**src/rtl/spi_fifo_pkg.sv**
```systemverilog
package spi_fifo_pkg;
   localparam int IRQ_N         = 4;
   localparam int IRQ_RX_FULL   = 0;
   localparam int IRQ_TX_EMPTY  = 1;
   localparam int IRQ_RX_NFULL  = 2;
   localparam int IRQ_TX_NEMPTY = 3;
endpackage

```
**src/rtl/sfc_fifo.sv**
```systemverilog
module sfc_fifo #(
   parameter int DATA_W = 8,
   parameter int DEPTH  = 8
) (
   input  logic              clk,
   input  logic              rst_n,
   input  logic              flush,
   input  logic              push,
   input  logic [DATA_W-1:0] din,
   input  logic              pop,
   output logic [DATA_W-1:0] dout,
   output logic [$clog2(DEPTH+1)-1:0] count,
   output logic              full,
   output logic              empty,
   output logic              ovf_evt
);
   localparam int AW = $clog2(DEPTH);
   localparam int CW = $clog2(DEPTH+1);

   logic [DATA_W-1:0] mem [DEPTH];
   logic [AW-1:0]     wr_ptr, rd_ptr;
   logic              wr_ok, rd_ok;

   assign full    = (count == CW'(DEPTH));
   assign empty   = (count == '0);
   assign wr_ok   = push && !full;
   assign rd_ok   = pop && !empty;
   assign ovf_evt = push && full;
   assign dout    = mem[rd_ptr];

   always_ff @(posedge clk or negedge rst_n) begin
      if (!rst_n) begin
         wr_ptr <= '0;
         rd_ptr <= '0;
         count  <= '0;
      end else if (flush) begin
         wr_ptr <= '0;
         rd_ptr <= '0;
         count  <= '0;
      end else begin
         if (wr_ok) wr_ptr <= wr_ptr + 1'b1;
         if (rd_ok) rd_ptr <= rd_ptr + 1'b1;
         count <= count + CW'(wr_ok) - CW'(rd_ok);
      end
   end

   always_ff @(posedge clk) begin
      if (wr_ok && !flush) mem[wr_ptr] <= din;
   end
endmodule

```
**src/rtl/sfc_irq_flag.sv**
```systemverilog
module sfc_irq_flag (
   input  logic clk,
   input  logic rst_n,
   input  logic enable,
   input  logic clr_mode,
   input  logic cond,
   input  logic ack,
   output logic flag
);
   logic cond_q;

   always_ff @(posedge clk or negedge rst_n) begin
      if (!rst_n) begin
         flag   <= 1'b0;
         cond_q <= 1'b0;
      end else if (!enable) begin
         flag   <= 1'b0;
         cond_q <= 1'b0;
      end else begin
         cond_q <= cond;
         if (clr_mode) flag <= (flag && !ack) || (cond && !cond_q);
         else          flag <= cond;
      end
   end
endmodule

```
**src/rtl/spi_fifo_ctrl.sv**
```systemverilog
module spi_fifo_ctrl
   import spi_fifo_pkg::*;
#(
   parameter int DATA_W     = 8,
   parameter int DEPTH      = 8,
   parameter int NEAR_FULL  = 6,
   parameter int NEAR_EMPTY = 2
) (
   input  logic              clk,
   input  logic              rst_n,
   input  logic              fifo_en,
   input  logic              clr_mode,
   input  logic              rx_dma_en,
   input  logic              tx_dma_en,
   input  logic              rx_irq_en,
   input  logic              tx_irq_en,
   input  logic              cpu_wr,
   input  logic [DATA_W-1:0] cpu_wdata,
   input  logic              cpu_rd,
   output logic [DATA_W-1:0] cpu_rdata,
   input  logic              ack_wr,
   input  logic [IRQ_N-1:0]  ack_bits,
   input  logic              ovf_clr,
   input  logic              eng_tx_pop,
   output logic [DATA_W-1:0] eng_tx_data,
   input  logic              eng_rx_push,
   input  logic [DATA_W-1:0] eng_rx_data,
   output logic              tx_empty,
   output logic              tx_full,
   output logic              tx_near_empty,
   output logic              rx_empty,
   output logic              rx_full,
   output logic              rx_near_full,
   output logic              tx_ovf,
   output logic              rx_ovf,
   output logic              irq_rx_full,
   output logic              irq_tx_empty,
   output logic              irq_rx_nfull,
   output logic              irq_tx_nempty,
   output logic              dma_rx_req,
   output logic              dma_tx_req
);
   localparam int CW = $clog2(DEPTH+1);

   generate
      if (DEPTH < 2 || (DEPTH & (DEPTH-1)) != 0)
         $error("DEPTH must be a power of two and at least 2");
      if (NEAR_FULL < 1 || NEAR_FULL > DEPTH)
         $error("NEAR_FULL out of range");
      if (NEAR_EMPTY < 0 || NEAR_EMPTY >= DEPTH)
         $error("NEAR_EMPTY out of range");
   endgenerate

   logic [CW-1:0]    tx_cnt, rx_cnt;
   logic             tx_full_i, tx_empty_i, rx_full_i, rx_empty_i;
   logic             tx_ovf_evt, rx_ovf_evt;
   logic             flush;
   logic [IRQ_N-1:0] cond, flags;

   assign flush = !fifo_en;

   sfc_fifo #(.DATA_W(DATA_W), .DEPTH(DEPTH)) i_tx_q (
      .clk(clk), .rst_n(rst_n), .flush(flush),
      .push(cpu_wr && fifo_en), .din(cpu_wdata),
      .pop(eng_tx_pop && fifo_en), .dout(eng_tx_data),
      .count(tx_cnt), .full(tx_full_i), .empty(tx_empty_i),
      .ovf_evt(tx_ovf_evt)
   );

   sfc_fifo #(.DATA_W(DATA_W), .DEPTH(DEPTH)) i_rx_q (
      .clk(clk), .rst_n(rst_n), .flush(flush),
      .push(eng_rx_push && fifo_en), .din(eng_rx_data),
      .pop(cpu_rd && fifo_en), .dout(cpu_rdata),
      .count(rx_cnt), .full(rx_full_i), .empty(rx_empty_i),
      .ovf_evt(rx_ovf_evt)
   );

   assign tx_empty      = !fifo_en || tx_empty_i;
   assign rx_empty      = !fifo_en || rx_empty_i;
   assign tx_full       = fifo_en && tx_full_i;
   assign rx_full       = fifo_en && rx_full_i;
   assign tx_near_empty = fifo_en && (tx_cnt <= CW'(NEAR_EMPTY));
   assign rx_near_full  = fifo_en && (rx_cnt >= CW'(NEAR_FULL));

   assign dma_rx_req = fifo_en && rx_dma_en && !rx_empty;
   assign dma_tx_req = fifo_en && tx_dma_en && !tx_full;

   always_comb begin
      cond                = '0;
      cond[IRQ_RX_FULL]   = !rx_empty && rx_irq_en && !rx_dma_en;
      cond[IRQ_TX_EMPTY]  = fifo_en && !tx_full && tx_irq_en && !tx_dma_en;
      cond[IRQ_RX_NFULL]  = rx_near_full && rx_irq_en;
      cond[IRQ_TX_NEMPTY] = tx_near_empty && tx_irq_en;
   end

   generate
      for (genvar g = 0; g < IRQ_N; g++) begin : g_irq
         sfc_irq_flag i_flag (
            .clk(clk), .rst_n(rst_n), .enable(fifo_en),
            .clr_mode(clr_mode), .cond(cond[g]),
            .ack(ack_wr && ack_bits[g]), .flag(flags[g])
         );
      end
   endgenerate

   assign irq_rx_full   = flags[IRQ_RX_FULL];
   assign irq_tx_empty  = flags[IRQ_TX_EMPTY];
   assign irq_rx_nfull  = flags[IRQ_RX_NFULL];
   assign irq_tx_nempty = flags[IRQ_TX_NEMPTY];

   always_ff @(posedge clk or negedge rst_n) begin
      if (!rst_n) begin
         tx_ovf <= 1'b0;
         rx_ovf <= 1'b0;
      end else if (!fifo_en) begin
         tx_ovf <= 1'b0;
         rx_ovf <= 1'b0;
      end else begin
         tx_ovf <= tx_ovf_evt || (tx_ovf && !ovf_clr);
         rx_ovf <= rx_ovf_evt || (rx_ovf && !ovf_clr);
      end
   end
endmodule

```
**config.mk**
```make
export PLATFORM = sky130hd
export DESIGN_NAME = spi_fifo_ctrl
export DESIGN_NICKNAME = d
export VERILOG_FILES = /design/src/rtl/spi_fifo_pkg.sv /design/src/rtl/sfc_fifo.sv /design/src/rtl/sfc_irq_flag.sv /design/src/rtl/spi_fifo_ctrl.sv
export SDC_FILE = /design/constraint.sdc
export NUM_CORES = 1
export LEC_CHECK = 0
export BUFFER_PORTS_ARGS = -buffer_cell sky130_fd_sc_hd__buf_2
export CORE_ASPECT_RATIO = 1.1
export CORE_MARGIN = 2
export CORE_UTILIZATION = 61
export CTS_BUF_LIST = sky130_fd_sc_hd__clkbuf_8
export DETAILED_ROUTE_END_ITERATION = 7
export PLACE_DENSITY = 0.86
export RECOVER_POWER = 100
export SLEW_MARGIN = 30
export SYNTH_ARGS = -nofsm -noshare
export SYNTH_HDL_FRONTEND = slang
export SYNTH_SLANG_ARGS = --single-unit
```
**constraint.sdc**
```tcl
create_clock -name clk -period 3 [get_ports clk]
set_clock_uncertainty 0.2 [all_clocks]
set_input_delay 0.3 -clock clk [delete_from_list [all_inputs] [get_ports clk]]
set_output_delay 0.3 -clock clk [all_outputs]
set_load 0.05 [all_outputs]
```
After elaboration in Yosys (flattened, before gate mapping)
Memories as Yosys holds them, arrays and structs flattened.
Index checks and enable logic that the tools add are counted.
{ "totals": {"ff_bits": 30, "ramBits": 128, "inputBits": 34, "output_inout_bits": 30, "memories": 2} }
{ "classes": {"add_sub_neg": 8, "magnitude_cmp": 2, "eq_ne": 6, "n_mux": 28, "reduce_logical": 69} }
{ "memory_table": {"columns": ["name", "depth", "word_bits", "rd", "rd_ports_with_merged_regs", "write_ports", "line_no", "rtl"], "rows": [
  ["i_rx_q.mem", 8, 8, 1, 0, 1, "sfc_fifo.sv:20", "logic [DATA_W-1:0] mem [DEPTH];"],
  ["i_tx_q.mem", 8, 8, 1, 0, 1, "sfc_fifo.sv:20", null]
]} }
{ "op_table": {"columns": ["operator", "n"], "rows": [
  ["$logic_and A1 B1 Y1", 41],
  ["$mux W3", 8],
  ["$logic_not A1 Y1", 18],
  ["$mux W1", 18],
  ["$add A3 B1 Y3 const B", 4],
  ["$add A4 B1 Y4", 2],
  ["$eq A4 B4 Y1 const B", 2],
  ["$logic_not A4 Y1", 2],
  ["$logic_or A1 B1 Y1", 8],
  ["$mux W4", 2],
  ["$ne A2 B1 Y1 const B", 4],
  ["$sub A4 B1 Y4", 2],
  ["$ge A4 B3 Y1 const B", 1],
  ["$le A4 B2 Y1 const B", 1]
]} }

Depth between registers and ports, before layout
{ "logic_depth": {"ltp_word": 10, "depth_mapped": 11} }

By module
Synthesis repeated with hierarchy kept, for this count alone.
{ "hier_totals": {"cells_unflattened": 393, "hier_area_um2": 6849.1} }
{ "by_module_without_submodules": {"columns": ["module", "n_inst", "cells_each", "area_per_inst_um2", "seq_area_each_um2"], "rows": [
  ["sfc_fifo at i_tx_q", 1, 168, 3148.0, 2172.1],
  ["sfc_fifo at i_rx_q", 1, 168, 3145.5, 2172.1],
  ["sfc_irq_flag", 4, 6, 78.8, 50.0],
  ["spi_fifo_ctrl", 1, 33, 240.2, 50.0]
]} }

Least setup slack after synthesis
OpenSTA, ideal clock, no wires.
{ "synth_path": {"path_type": "flip-flop to flip-flop", "from": "register i_rx_q.count[2]", "to": "register i_rx_q.count[2]", "setup_ps": 119, "arrival_ps": 2437, "path_slack_ps": 244, "path_stages_with_launch": 11, "cell_sequence": "dfrtp_1 inv_1 ha_1 or3b_2 and3_1 ha_1 inv_1 ha_1 fa_1 xor2_1 and2_1"} }
{ "synth_between": {"elab_chain_len": 6} }
{ "synth_lines": {"columns": ["element", "line_no", "rtl"], "rows": [
  ["start, declared", "sfc_fifo.sv:12", "output logic [$clog2(DEPTH+1)-1:0] count,"],
  ["start signal, assigned", "sfc_fifo.sv:43", "count <= count + CW'(wr_ok) - CW'(rd_ok);"],
  ["$eq A4 B4 Y1", "sfc_fifo.sv:24", "assign full = (count == CW'(DEPTH));"],
  ["$logic_not A1 Y1", "sfc_fifo.sv:26", "assign wr_ok = push && !full;"],
  ["$logic_and A1 B1 Y1", "sfc_fifo.sv:26", null],
  ["$add A4 B1 Y4", "sfc_fifo.sv:43", null],
  ["$sub A4 B1 Y4 *", "sfc_fifo.sv:43", null],
  ["$mux W4 *", "sfc_fifo.sv:36", "end else if (flush) begin"]
]} }
Mark *: on every way between the ends. The rest lies on a longest branch, timed or not.
A chain may end at the register's enable or synchronous reset.

Final worst setup path
Same ends and word-level chain as after synthesis.

==> impl_metrics.env <==
export IMPL_status="finished, violations left"
export IMPL_violations="max-capacitance violations, max-slew violations"
export IMPL_cts_sinks=158
export IMPL_overflow=0
export IMPL_drt_wl_total_um=13170
export IMPL_cp_max_fo=6
export IMPL_io_pin_count=64
export IMPL_num_antenna_cells=0
export IMPL_worstHoldPathType="input port to flip-flop"
export IMPL_h_tree_depth=4
export IMPL_placed_cells=605
export IMPL_n_fill_cell=712
export IMPL_drive_gt1_share_pct=16.83
export IMPL_ys_async_sr_fraction_pct=18.99
export IMPL_synth_largest_area_cell="edfxtp_1"
export IMPL_hold_viol_final=0
export IMPL_setup_violations_final=0
export IMPL_post_cts_resized=0
export IMPL_yosysWarnings=0
export IMPL_slowest_delay_ns=0.51
export IMPL_place_hpwl_um=8272
export IMPL_synth_cells=388
export IMPL_synth_top_area_share_pct=56.45
export IMPL_ys_ff_latch=158
export IMPL_drv_slew=31
export IMPL_drc=0
export IMPL_critPathSlowestCell="or3b_2"
export IMPL_grt_pass1_wl_um=20360
export IMPL_yosys_most_used_dff="edfxtp_1"
export IMPL_maxCapViolations=1
export IMPL_grt_start_max_net_pins=31
export IMPL_core_area_sq_um=10910
export IMPL_die_w_um=104.7
export IMPL_crit_arrival_ns=3.02
export IMPL_crit_path_end_kind="flip-flop"
export IMPL_io_buffer_count=63
export IMPL_die_area_sq_um=12020
export IMPL_synth_edf_count=128
export IMPL_netlist_area_sq_um=6809
export IMPL_drt_iter0_markers=285
export IMPL_final_area_sq_um=8038
export IMPL_synth_most_common_cell="edfxtp_1"
export IMPL_p_total_mw=6.048
export IMPL_cts_tree="built"
export IMPL_row_count=40
export IMPL_grt_pass1_vias=3989
export IMPL_start_util_pct=62.41
export IMPL_clockBufferDepth=2
export IMPL_antenna_found_initial=0
export IMPL_antenna_left=0
export IMPL_synthTopCellsByArea="edfxtp_1 (56%), mux4_1 (12%), dfrtp_1 (11%)"
export IMPL_relSlewSlack_pct=-10.43
export IMPL_clkTransAtPathRegs_ns=0.08
export IMPL_drt_vias_per_instance=5.766
export IMPL_cp_required_ns=3.13
export IMPL_dr_pass1_iters=5
export IMPL_path_cells="inv_1, ha_1, or3b_2, and3_1, ha_1, inv_1, ha_1, fa_1, xor2_1, and2_1"
export IMPL_fin_crit_sh_pct=96.46
export IMPL_grt_use_total_pct=23.13
export IMPL_insertion_delay_ns=0.43
export IMPL_fp_dieH_um=114.8
export IMPL_power_density_nw_per_um2=752.5
export IMPL_place_area_sq_um=7372
export IMPL_synth_nets=442
export IMPL_setup_tns_ns=0
export IMPL_vias=3863
export IMPL_synth_avg_cell_area_sq_um=17.55
export IMPL_yosys_top_cells_count="edfxtp_1 (128), mux4_1 (31), dfrtp_1 (30)"
export IMPL_path_common_cell="ha_1"
export IMPL_ys_seq_area_share_pct=67.48
export IMPL_wl_per_cell_um=19.65
export IMPL_stdcell_count=670
export IMPL_nets=564
export IMPL_ir_worst_vdd_mv=0.4931
export IMPL_cts_root_buffer="clkbuf_8"
export IMPL_final_util_pct=73.67
export IMPL_critPathKind="flip-flop to flip-flop"
export IMPL_rsz0062_at_grt="no"
export IMPL_synth_distinct_cells=37
export IMPL_cts_buffers=17
export IMPL_fmax_mhz=345.6
export IMPL_p_leak_nw=2.888
export IMPL_worst_slew_pin_transition_ns=1.656
export IMPL_areaGrowthSynthToFinish_pct=18.04
export IMPL_cts_hold_buf=33
export IMPL_place_gp_congestion=0.7725
export IMPL_min_period_ns=2.894
export IMPL_start_kind="flip-flop"
export IMPL_cts_setup_buffers=0
==> power breakdown <==
group          switching, mW  total, mW  leakage, nW  internal, mW
Clock                  0.774       1.71        0.215         0.933
Sequential             0.137       2.65         1.56          2.52
Combinational           1.05       1.69         1.11         0.640
Total                   1.96       6.05         2.89          4.09
==> kinds of logic after synthesis <==
| kind of cell | Yosys count | share of synthesized area, % |
|---|---|---|
| DFF | 158 | 67.48 |
| xor gates and xnor gates | 2 | 0.2573 |
| muxes | 52 | 15.53 |
| buffers and inverters | 27 | 2.150 |
| adders and majority gates | 20 | 3.896 |
| and+or+nand+nor | 97 | 7.681 |
| AOI/OAI and AO/OA | 32 | 3.014 |
==> layout by cell type, fill, tap and decap left out, types with 10 or more instances in the layout <==
cell type        n
inv_1           14
buf_2           17
ha_1            18
edfxtp_1       128
dlygate4sd3_1   33
o21ai_0         10
clkbuf_2        16
dfrtp_1         30
nand2_1         26
mux4_1          31
mux2_2          16
nor2_1          13
clkbuf_8        18
clkbuf_1        48
==> layer usage <==
metal  global-route usage, %  routed length, um
met5                       0                  0
met4                   8.978                169
met3                   5.045                558
met2                   42.16               7326
met1                   27.06               5114
==> worst paths after layout <==
check	start	end	slack, ns	cells past startpoint
setup reg to reg	i_rx_q.count[2]	i_rx_q.count[2]	0.11	10
setup / recovery	i_rx_q.count[2]	i_rx_q.count[2]	0.11	10
hold / removal	eng_tx_pop	i_tx_q.rd_ptr[2]	0.04	4
min in group asynchronous	rst_n	g_irq[3].i_flag.flag	0.62	2
hold reg to reg	g_irq[3].i_flag.flag	g_irq[3].i_flag.flag	0.34	1
max in group asynchronous	rst_n	rx_ovf	1.02	2
==> area by class of cell <==
cell class	count	area, sq um	share of cell area [%]
clock inverter	14	192.7	2.397
multi-input combinational	203	2068	25.73
sequential	158	4594	57.16
inverter	12	45.04	0.5604
timing repair buffer	118	705.7	8.780
clock buffer	18	247.7	3.082
tap	147	183.9	2.288
==> state kept, by name (all words and copies together) (netlist names) <==
| signal | count |
|---|---|
| g_irq.i_flag.flag | 4 |
| i_rx_q.count | 4 |
| g_irq.i_flag.cond_q | 4 |
| i_tx_q.count | 4 |
| i_rx_q.rd_ptr | 3 |
| i_rx_q.mem | 64 |
| rx_ovf | 1 |
| i_tx_q.wr_ptr | 3 |
| i_tx_q.rd_ptr | 3 |
| i_rx_q.wr_ptr | 3 |
| i_tx_q.mem | 64 |
| tx_ovf | 1 |
==> critical path, delay by kind of cell, from the launching register on <==
kind	cells	cell delay (ns)
adder cells (fa/ha/maj)	4	1.01
XOR/XNOR	1	0.17
AND/OR/NAND/NOR	3	0.87
flip-flops	1	0.40
buffers and inverters	2	0.15
==> through the flow <==
stage / worst slack (ns) / hold WS [ns]
finish: 0.1061 / 0.03790
CTS: 0.1079 / 0.005550
global route: 0.004791 / 0.03367
global placement: 0.1799 / 0.1771
floorplan: 0.2444 / -0.1956
detailed placement: 0.1283 / 0.1862
(Power assumes the default switching activity.)
